<file path="src/rtl/rob_pkg.sv">
package rob_pkg;
  typedef enum logic [1:0] {
    KIND_REG    = 2'd0,
    KIND_STORE  = 2'd1,
    KIND_BRANCH = 2'd2
  } kind_e;

  // strobes from control to datapath
  typedef struct packed {
    logic alloc;
    logic retire;
    logic flushAll;
  } rob_strobe_t;
endpackage

</file>
<file path="src/rtl/rob_datapath.sv">
module rob_datapath
  import rob_pkg::*;
#(
  parameter int DEPTH  = 8,
  parameter int TAG_W  = 3,
  parameter int DEST_W = 16,
  parameter int DATA_W = 32
) (
  input  logic              clk,
  input  logic              rst_n,
  input  rob_strobe_t       strobe,
  input  logic [TAG_W-1:0]  allocIdx,
  input  logic [TAG_W-1:0]  headIdx,
  input  kind_e             allocKind,
  input  logic [DEST_W-1:0] allocDest,
  input  logic              cmplValid,
  input  logic [TAG_W-1:0]  cmplTag,
  input  logic [DATA_W-1:0] cmplValue,
  input  logic              cmplExc,
  input  logic              cmplMisp,
  input  logic [TAG_W-1:0]  lookTag,
  output logic              lookReady,
  output logic [DATA_W-1:0] lookValue,
  input  logic [DEST_W-1:0] ldAddr,
  output logic              ldBlock,
  output logic              headValid,
  output logic              headReady,
  output kind_e             headKind,
  output logic [DEST_W-1:0] headDest,
  output logic [DATA_W-1:0] headValue,
  output logic              headExc,
  output logic              headMisp
);
  logic              entValid [DEPTH];
  logic              entReady [DEPTH];
  kind_e             entKind  [DEPTH];
  logic [DEST_W-1:0] entDest  [DEPTH];
  logic [DATA_W-1:0] entValue [DEPTH];
  logic              entExc   [DEPTH];
  logic              entMisp  [DEPTH];

  for (genvar i = 0; i < DEPTH; i++) begin : g_ent
    logic cmplHit;
    logic allocHit;
    logic retireHit;
    assign cmplHit   = cmplValid && (cmplTag == TAG_W'(i)) && entValid[i];
    assign allocHit  = strobe.alloc && (allocIdx == TAG_W'(i));
    assign retireHit = strobe.retire && (headIdx == TAG_W'(i));

    always_ff @(posedge clk or negedge rst_n) begin
      if (!rst_n) begin
        entValid[i] <= 1'b0;
        entReady[i] <= 1'b0;
        entKind[i]  <= KIND_REG;
        entDest[i]  <= '0;
        entValue[i] <= '0;
        entExc[i]   <= 1'b0;
        entMisp[i]  <= 1'b0;
      end else if (strobe.flushAll) begin
        entValid[i] <= 1'b0;
        entReady[i] <= 1'b0;
      end else begin
        if (retireHit) entValid[i] <= 1'b0;
        if (allocHit) begin
          entValid[i] <= 1'b1;
          entReady[i] <= 1'b0;
          entKind[i]  <= allocKind;
          entDest[i]  <= allocDest;
          entExc[i]   <= 1'b0;
          entMisp[i]  <= 1'b0;
        end else if (cmplHit) begin
          entReady[i] <= 1'b1;
          entValue[i] <= cmplValue;
          entExc[i]   <= cmplExc;
          entMisp[i]  <= cmplMisp;
        end
      end
    end
  end

  // operand forwarding with same-cycle bypass
  logic lookBypass;
  assign lookBypass = cmplValid && (cmplTag == lookTag);
  assign lookReady  = entValid[lookTag] && (entReady[lookTag] || lookBypass);
  assign lookValue  = lookBypass ? cmplValue : entValue[lookTag];

  // store address match against the load query
  always_comb begin
    ldBlock = 1'b0;
    for (int i = 0; i < DEPTH; i++)
      if (entValid[i] && entKind[i] == KIND_STORE && entDest[i] == ldAddr)
        ldBlock = 1'b1;
  end

  assign headValid = entValid[headIdx];
  assign headReady = entReady[headIdx];
  assign headKind  = entKind[headIdx];
  assign headDest  = entDest[headIdx];
  assign headValue = entValue[headIdx];
  assign headExc   = entExc[headIdx];
  assign headMisp  = entMisp[headIdx];

  // a completion to a live slot leaves it ready
  p_capture_r3: assert property (@(posedge clk) disable iff (!rst_n)
    (cmplValid && entValid[cmplTag] && !strobe.flushAll &&
     !(strobe.retire && headIdx == cmplTag))
    |=> entReady[$past(cmplTag)]);

  // a completion to an empty slot does not bring it to life
  p_stale_ignored_r10: assert property (@(posedge clk) disable iff (!rst_n)
    (cmplValid && !entValid[cmplTag] && !(strobe.alloc && allocIdx == cmplTag))
    |=> !entValid[$past(cmplTag)]);
endmodule

</file>
<file path="src/rtl/rob_control.sv">
module rob_control
  import rob_pkg::*;
#(
  parameter int DEPTH = 8,
  parameter int TAG_W = 3
) (
  input  logic             clk,
  input  logic             rst_n,
  input  logic             issueValid,
  output logic             issueReady,
  output logic [TAG_W-1:0] issueTag,
  input  logic             headValid,
  input  logic             headReady,
  input  kind_e            headKind,
  input  logic             headExc,
  input  logic             headMisp,
  output rob_strobe_t      strobe,
  output logic [TAG_W-1:0] headIdx,
  output logic             commitValid,
  output logic             regWe,
  output logic             memWe,
  output logic             flush,
  output logic             excValid
);
  localparam int CNT_W = TAG_W + 1;
  localparam logic [CNT_W-1:0] FULL_CNT = CNT_W'(DEPTH);

  logic [TAG_W-1:0] headPtr;
  logic [TAG_W-1:0] tailPtr;
  logic [CNT_W-1:0] count;

  logic commitNow;
  logic flushNow;

  assign commitNow = headValid && headReady;
  assign flushNow  = commitNow && (headExc || (headKind == KIND_BRANCH && headMisp));

  assign commitValid = commitNow;
  assign flush       = flushNow;
  assign excValid    = commitNow && headExc;
  assign regWe       = commitNow && !headExc && headKind == KIND_REG;
  assign memWe       = commitNow && !headExc && headKind == KIND_STORE;

  assign issueReady = (count != FULL_CNT) && !flushNow;
  assign issueTag   = tailPtr;
  assign headIdx    = headPtr;

  assign strobe.alloc    = issueValid && issueReady;
  assign strobe.retire   = commitNow;
  assign strobe.flushAll = flushNow;

  always_ff @(posedge clk or negedge rst_n) begin
    if (!rst_n) begin
      headPtr <= '0;
      tailPtr <= '0;
      count   <= '0;
    end else if (flushNow) begin
      headPtr <= headPtr + 1'b1;
      tailPtr <= headPtr + 1'b1;
      count   <= '0;
    end else begin
      if (strobe.retire) headPtr <= headPtr + 1'b1;
      if (strobe.alloc)  tailPtr <= tailPtr + 1'b1;
      count <= count + CNT_W'(strobe.alloc) - CNT_W'(strobe.retire);
    end
  end

  // occupancy never exceeds the slot count
  p_no_overflow_r2: assert property (@(posedge clk) disable iff (!rst_n)
    (count == FULL_CNT && !commitNow) |=> count == FULL_CNT);

  // each retirement moves the oldest pointer by exactly one
  p_inorder_r5: assert property (@(posedge clk) disable iff (!rst_n)
    commitNow |=> headPtr == $past(headPtr) + 1'b1);

  // a flush leaves an empty buffer behind
  p_flush_empty_r7: assert property (@(posedge clk) disable iff (!rst_n)
    flushNow |=> (count == '0 && headPtr == tailPtr));

  // an exception blocks architectural writes
  p_exc_nowrite_r8: assert property (@(posedge clk) disable iff (!rst_n)
    excValid |-> (!regWe && !memWe && flushNow));

  // issue plus retirement keeps occupancy
  p_issue_commit_r11: assert property (@(posedge clk) disable iff (!rst_n)
    (strobe.alloc && commitNow && !flushNow) |=> count == $past(count));
endmodule

</file>
<file path="src/rtl/spec_rob.sv">
module spec_rob
  import rob_pkg::*;
#(
  parameter int DEPTH  = 8,
  parameter int DEST_W = 16,
  parameter int DATA_W = 32,
  localparam int TAG_W = $clog2(DEPTH)
) (
  input  logic              clk,
  input  logic              rst_n,
  input  logic              issue_valid,
  input  logic [1:0]        issue_kind,
  input  logic [DEST_W-1:0] issue_dest,
  output logic              issue_ready,
  output logic [TAG_W-1:0]  issue_tag,
  input  logic              cmpl_valid,
  input  logic [TAG_W-1:0]  cmpl_tag,
  input  logic [DATA_W-1:0] cmpl_value,
  input  logic              cmpl_exc,
  input  logic              cmpl_mispredict,
  input  logic [TAG_W-1:0]  look_tag,
  output logic              look_ready,
  output logic [DATA_W-1:0] look_value,
  input  logic [DEST_W-1:0] ld_addr,
  output logic              ld_block,
  output logic              commit_valid,
  output logic [TAG_W-1:0]  commit_tag,
  output logic [DEST_W-1:0] commit_dest,
  output logic [DATA_W-1:0] commit_value,
  output logic              reg_we,
  output logic              mem_we,
  output logic              flush,
  output logic              exc_valid
);
  rob_strobe_t      strobe;
  logic [TAG_W-1:0] headIdx;
  logic             headValid, headReady, headExc, headMisp;
  kind_e            headKind;

  rob_control #(.DEPTH(DEPTH), .TAG_W(TAG_W)) u_ctrl (
    .clk(clk), .rst_n(rst_n),
    .issueValid(issue_valid), .issueReady(issue_ready), .issueTag(issue_tag),
    .headValid(headValid), .headReady(headReady), .headKind(headKind),
    .headExc(headExc), .headMisp(headMisp),
    .strobe(strobe), .headIdx(headIdx),
    .commitValid(commit_valid), .regWe(reg_we), .memWe(mem_we),
    .flush(flush), .excValid(exc_valid)
  );

  rob_datapath #(.DEPTH(DEPTH), .TAG_W(TAG_W), .DEST_W(DEST_W), .DATA_W(DATA_W)) u_data (
    .clk(clk), .rst_n(rst_n), .strobe(strobe),
    .allocIdx(issue_tag), .headIdx(headIdx),
    .allocKind(kind_e'(issue_kind)), .allocDest(issue_dest),
    .cmplValid(cmpl_valid), .cmplTag(cmpl_tag), .cmplValue(cmpl_value),
    .cmplExc(cmpl_exc), .cmplMisp(cmpl_mispredict),
    .lookTag(look_tag), .lookReady(look_ready), .lookValue(look_value),
    .ldAddr(ld_addr), .ldBlock(ld_block),
    .headValid(headValid), .headReady(headReady), .headKind(headKind),
    .headDest(commit_dest), .headValue(commit_value),
    .headExc(headExc), .headMisp(headMisp)
  );

  assign commit_tag = headIdx;
endmodule

</file>
<file path="config.mk">
export PLATFORM = sky130hd
export DESIGN_NAME = spec_rob
export DESIGN_NICKNAME = d
export VERILOG_FILES = /design/src/rtl/rob_pkg.sv /design/src/rtl/rob_datapath.sv /design/src/rtl/rob_control.sv /design/src/rtl/spec_rob.sv
export SDC_FILE = /design/constraint.sdc
export NUM_CORES = 1
export LEC_CHECK = 0
export BUFFER_PORTS_ARGS = -buffer_cell sky130_fd_sc_hd__buf_4
export CAP_MARGIN = 20
export CORE_MARGIN = 2
export CORE_UTILIZATION = 65
export DETAILED_ROUTE_END_ITERATION = 10
export GPL_TIMING_DRIVEN = 0
export PLACE_DENSITY = 0.85
export SLEW_MARGIN = 20
export SYNTH_ARGS = -nofsm -noshare
export SYNTH_HDL_FRONTEND = slang
export SYNTH_HIERARCHICAL = 1
export SYNTH_SLANG_ARGS = --single-unit
</file>
<file path="constraint.sdc">
create_clock -name clk -period 6.8 [get_ports clk]
set_input_delay 1.02 -clock clk [delete_from_list [all_inputs] [get_ports clk]]
set_output_delay 1.02 -clock clk [all_outputs]
set_load 0.01 [all_outputs]
</file>
**After elaboration in Yosys (flattened, before gate mapping)**

Index checks and enable logic that the tools add are counted.

- Word-level logic and storage cells: 358
- Input port bits: 78
- Flip-flop bits (word level): 442
- Output and inout port bits: 94

- Magnitude comparators: 2
- Reduce and logical (&&, ||, !) cells: 117
- Muxes and demuxes: 124
- Equal/unequal tests: 41
- Add/subtract/negate cells: 4
- Bitwise logic cells: 11

Operators by type and width:

| kind | count |
|---|---|
| $bmux W32 S3 | 2 |
| $mux W32 | 5 |
| $eq A16 B16 Y1 | 8 |
| $mux W1 | 100 |
| $logic_and A1 B1 Y1 | 59 |
| $bmux W16 S3 | 1 |
| $reduce_bool A3 Y1 | 16 |
| $eq A3 B3 Y1 const B | 12 |
| $mux W16 | 2 |
| $reduce_and A2 Y1 | 16 |
| $reduce_and A3 Y1 | 8 |
| $reduce_bool A2 Y1 | 10 |
| $bmux W1 S3 | 6 |
| $eq A2 B1 Y1 const B | 9 |
| $eq A3 B2 Y1 const B | 6 |
| $mux W3 | 4 |
| $eq A3 B1 Y1 const B | 3 |
| $logic_not A3 Y1 | 3 |
| $not A1 Y1 | 9 |
| $ge A4 B4 Y1 const B | 2 |
| $not A3 Y4 | 2 |
| $add A3 B1 Y3 const B | 2 |
| $bmux W2 S3 | 1 |
| $add A4 B1 Y4 | 1 |
| other kinds (9) | 12 |

**Depth between registers and ports, before layout**

- Depth after elaboration: 14
- Mapped depth: 17
- Mapped depth without buffers: 12

**By module**

Netlist, hierarchy kept.

By module, submodules not included:

| module | times used | area each (um^2) | sequential area each (um^2) | cells each |
|---|---|---|---|---|
| rob_datapath | 1 | 23386.2 | 10810.4 | 1611 |
| rob_control | 1 | 671.9 | 250.2 | 67 |

**Worst setup path before layout**

OpenSTA, ideal clock, no wires.

- Path type: flip-flop to flip-flop
- Start: reg u_ctrl.headPtr[0] (netlist: u_ctrl/headIdx[0])
- End: reg u_data/entDest[102] (netlist name)
- Setup slack: 2563 ps
- Data arrival time: 4112 ps
- Data required time: 6675 ps
- Buffers on the path: 5
- Clock period less this slack: 4237 ps
- Setup time: 125 ps
- Stages on the path, launching flop included: 17
- Cell sequence: dfrtp_1 > clkbuf_1 > buf_2 > buf_2 > mux4_2 > mux2_2 > nand2_2 > inv_1 > o21ai_4 > inv_2 > nor3_1 > nor2b_1 > buf_4 > nand2_1 > nor2_4 > buf_4 > mux2_2

RTL lines:

| what | line | text |
|---|---|---|
| from (decl) | rob_control.sv:28 | `logic [TAG_W-1:0] headPtr;` |
| from (signal assigned) | rob_control.sv:58 | `headPtr <= headPtr + 1'b1;` |
| from (signal assigned) | rob_control.sv:62 | `if (strobe.retire) headPtr <= headPtr + 1'b1;` |
| to (signal, indexed assignment) | rob_datapath.sv:68 | `entDest[i] <= allocDest;` |
| to (decl) | rob_datapath.sv:37 | `logic [DEST_W-1:0] entDest [DEPTH];` |

==> summary.md <==
After detailed placement, the design holds a cell count of 2303. The floorplan die width was 196.4 µm. The via count of the first global-routing pass is 17207, and the final instance count without filler cells is 2393. Entering global routing, the biggest net connects 100 pins. The number of placement rows was 70. The flow ran to the end, and the final reports show no timing, DRC or antenna violations. The run gives 12260 µm² as the multi-input logic area. The maximum level of the CTS H-tree came out at 2. The logs give 0.6587 for the initial core utilization and 3 for the number of buffers on the longest clock path.

The worst setup path is captured at a flip-flop. Buffers added to address setup during post-CTS repair amount to 0. The die covers 38570 µm².

The fill cell total of the finished layout is 2238, and the largest vdd supply drop is 0.3027 mV. The first global-routing pass estimated 104000 µm of wire. Setup repair after global routing left no endpoint under its margin. At the worst endpoint, the required time is 7.27 ns. Setup slack on the critical path of the routed design comes to 0.5101 ns. 172 I/O pins were placed. In this run, synthesis inferred 0 flip-flops with an integrated enable. The synthesized flop and latch total was 442; the clock slew seen by the registers of the worst setup and hold paths was 0.06 ns. The worst setup path is launched from a flip-flop. Along the worst path, the maximum fanout reaches 10. DRC marker count from the first detailed-route iteration: 1390.

The startpoint of the worst-slack reg-to-reg timing path was u_ctrl/headIdx[1]$_DFFE_PN0P_. The run gives 7 as the count of TritonRoute iterations in the first routing pass. The proportion of synthesized flip-flops having asynchronous set or reset is 1.000, and the number of antenna violations at the first check in global routing is 7. At the pin with the least slew margin, the transition time is 1.066 ns. The number of nets in the synthesized netlist came out at 1764.

Detailed placement finished with a half-perimeter wire length of 46300 µm. The synthesis warning total was 6. The run gives 0.4597 as the part of the Yosys area used for sequential elements.

Once placement finished, the instance area stood at 25930 µm². The fraction of layout cells with a size suffix above 1 was 0.4381; the final count of negative-setup-slack endpoints was 0. Routability-driven placement finished with a final weighted congestion of 0.9903. By area the synthesized netlist is led by sky130_fd_sc_hd__dfrtp_1 (46%), sky130_fd_sc_hd__mux4_2 (16%), sky130_fd_sc_hd__mux2_2 (15%). The logs give 48 for the number of buffers created by CTS and 0.60 ns for the worst-skew pair later-pin latency. The tools report the final-report max-slew violation count as 0. The run gives 0.7418 ns as the worst slack after detailed placement. With fillers left out, the area of the finished cells amounts to 27550 µm². Largest clock skew in the final design: 0.01934 ns. CTS placed an instance of sky130_fd_sc_hd__clkbuf_16 at the clock tree root. Port buffering added 152 buffers.

The final core utilization was 0.7544; the die height was 196.4 µm. The logs give 0 for the final global-route overflow total and 24060 µm² for the netlist area before placement. In this run the standard cell core region covers 36520 µm². The logs give 1971 for the number of nets in the final layout and 0.3638 ns for the worst hold slack across all endpoints. The worst slew slack as a fraction of its limit came out at 0.2893. The endpoint arrival time on the critical path came out at 6.76 ns. The worst hold path belongs to the class primary input to async pin. Power spread over the standard cell area amounts to 524.3 nW/µm². Hold repair after CTS inserted 0 buffers.

After detailed routing, the total wire length is 68240 µm. The total power after layout is 14.45 mW, and the final period utilization is 0.9250. The beginning of the critical path was u_ctrl/headIdx[1]$_DFFE_PN0P_. The leakage component of the power came out at 11.75 nW. The average footprint of a synthesized cell was 14.34 µm². For the total via count after detailed routing, the log shows 16499. The most used flip-flop cell after synthesis is sky130_fd_sc_hd__dfrtp_1.

Gates resized during post-CTS repair numbered 0. The cell count after synthesis is 1678. After layout, the minimum clock period comes to 6.290 ns.

The per-cell routed wire length came out at 28.51 µm. The most frequent standard cell in the layout excluding fill and tap cells was sky130_fd_sc_hd__dfrtp_1. The area share of the largest cell type after synthesis was 0.4597; the remaining design rule violation count was 0. Summing all flip-flop and latch instances after layout gives 11060 µm².

The aggregate global-route resource usage is 0.3645, and the max-cap check violation count is 0. sky130_fd_sc_hd__dfrtp_1 takes more of the synthesized area than any other cell. From synthesis to final layout, the design area changed by 14.53%. The path type of the worst setup path is flip-flop to flip-flop. The count of nets left with antenna violations once routing finished came out at 0. Based on the critical path, the design can be clocked at up to 159.0 MHz. The top cell types in the final layout, fill and taps aside, are sky130_fd_sc_hd__dfrtp_1 (442), sky130_fd_sc_hd__mux2_2 (329), sky130_fd_sc_hd__buf_4 (181), sky130_fd_sc_hd__mux4_2 (176), sky130_fd_sc_hd__mux2_1 (124).

Final count of hold timing violations: 0. The clock net in this run drives a total of 442 sinks. TritonCTS built the clock tree.

Using the TritonRoute via totals, the vias-per-cell ratio works out to 6.895. After routing, the total negative slack on setup checks comes to 0 ns. In this run, distinct cell masters in the synthesized netlist total 51.
[cells by family (layout without fill, tap and decap cells)]
kind of cell,count (synthesis),after routing,synth area share
AOI/OAI and AO/OA,97,97,0.02361
xor gates and xnor gates,135,135,0.04915
adders and majority gates,8,8,0.004473
buffers and inverters,148,392,0.03053
DFF,442,442,0.4597
muxes,661,661,0.3901
other,0,3,0
and+or+nand+nor,187,187,0.04239
[routing by layer]
layer	routed length, µm	vias to the layer above	part of all wire	GRT usage
met3	5786	229	0.085	0.07118
li1	-	6723	-	-
met5	33	-	0.00048	0
met1	25980	8622	0.38	0.4875
met4	3636	6	0.053	0.1928
met2	32800	919	0.48	0.5747
[critical path: stages, from the launching register on]
cell                       delay [ns]
sky130_fd_sc_hd__dfrtp_1         0.52
sky130_fd_sc_hd__clkbuf_1        0.22
sky130_fd_sc_hd__clkbuf_1        0.48
sky130_fd_sc_hd__clkbuf_1        0.79
sky130_fd_sc_hd__mux4_2          0.41
sky130_fd_sc_hd__mux2_2          0.29
sky130_fd_sc_hd__nand2_2         0.20
sky130_fd_sc_hd__inv_1           0.19
sky130_fd_sc_hd__o21ai_4         0.12
sky130_fd_sc_hd__inv_2           0.11
sky130_fd_sc_hd__nor3_1          0.79
sky130_fd_sc_hd__nand4_1         0.40
sky130_fd_sc_hd__nor2_2          0.75
sky130_fd_sc_hd__buf_2           0.49
sky130_fd_sc_hd__mux2_2          0.38
[sequential cells by signal, indices dropped and copies added, names as in the netlist]
register	cells
u_data/entValid	8
u_data/entReady	8
u_ctrl/count	4
u_data/entKind	16
u_ctrl/issueTag	3
u_data/entExc	8
u_data/entDest	128
u_data/entMisp	8
u_ctrl/headIdx	3
u_data/entValue	256
[synth_stat cells (all sizes together), types with 15 or more instances]
| master | count |
|---|---|
| nor3 | 15 |
| xnor2 | 30 |
| a21oi | 47 |
| clkbuf | 32 |
| inv | 31 |
| mux2i | 32 |
| o22ai | 20 |
| nor2 | 63 |
| mux4 | 176 |
| mux2 | 453 |
| dfrtp | 442 |
| nand3 | 19 |
| nor4 | 25 |
| nand2 | 25 |
| xor2 | 105 |
| buf | 85 |
[where the power goes]
part	switching [mW]	internal [mW]	leakage (nW)	total, mW
clock network	1.09	1.58	0.803	2.67
registers	1.14	3.96	5.36	5.10
logic	2.97	3.70	5.59	6.68
[area by class of cell]
class,count,share of cell area
clock inverter,17,0.008038
inverter,31,0.004223
antenna,3,0.0002725
timing repair buffer,157,0.04668
tap,468,0.02125
buffer,117,0.02243
sequential,442,0.4014
multi-input combinational,1088,0.4451
clock buffer,70,0.05059
[worst paths after layout]
path,depth (start not counted),end,slack (ns)
max reg2reg,14,u_data/entDest[14]$_DFFE_PN0P_,0.51
min in group clk,1,u_data/entValue[159]$_DFFE_PN0P_,0.51
min reg2reg,1,u_data/entValue[159]$_DFFE_PN0P_,0.51
max,14,u_data/entDest[14]$_DFFE_PN0P_,0.51
max in group asynchronous,3,u_data/entValue[86]$_DFFE_PN0P_,5.24
min,1,u_data/entValue[232]$_DFFE_PN0P_,0.36
Power figures use the tool's default switching activity.
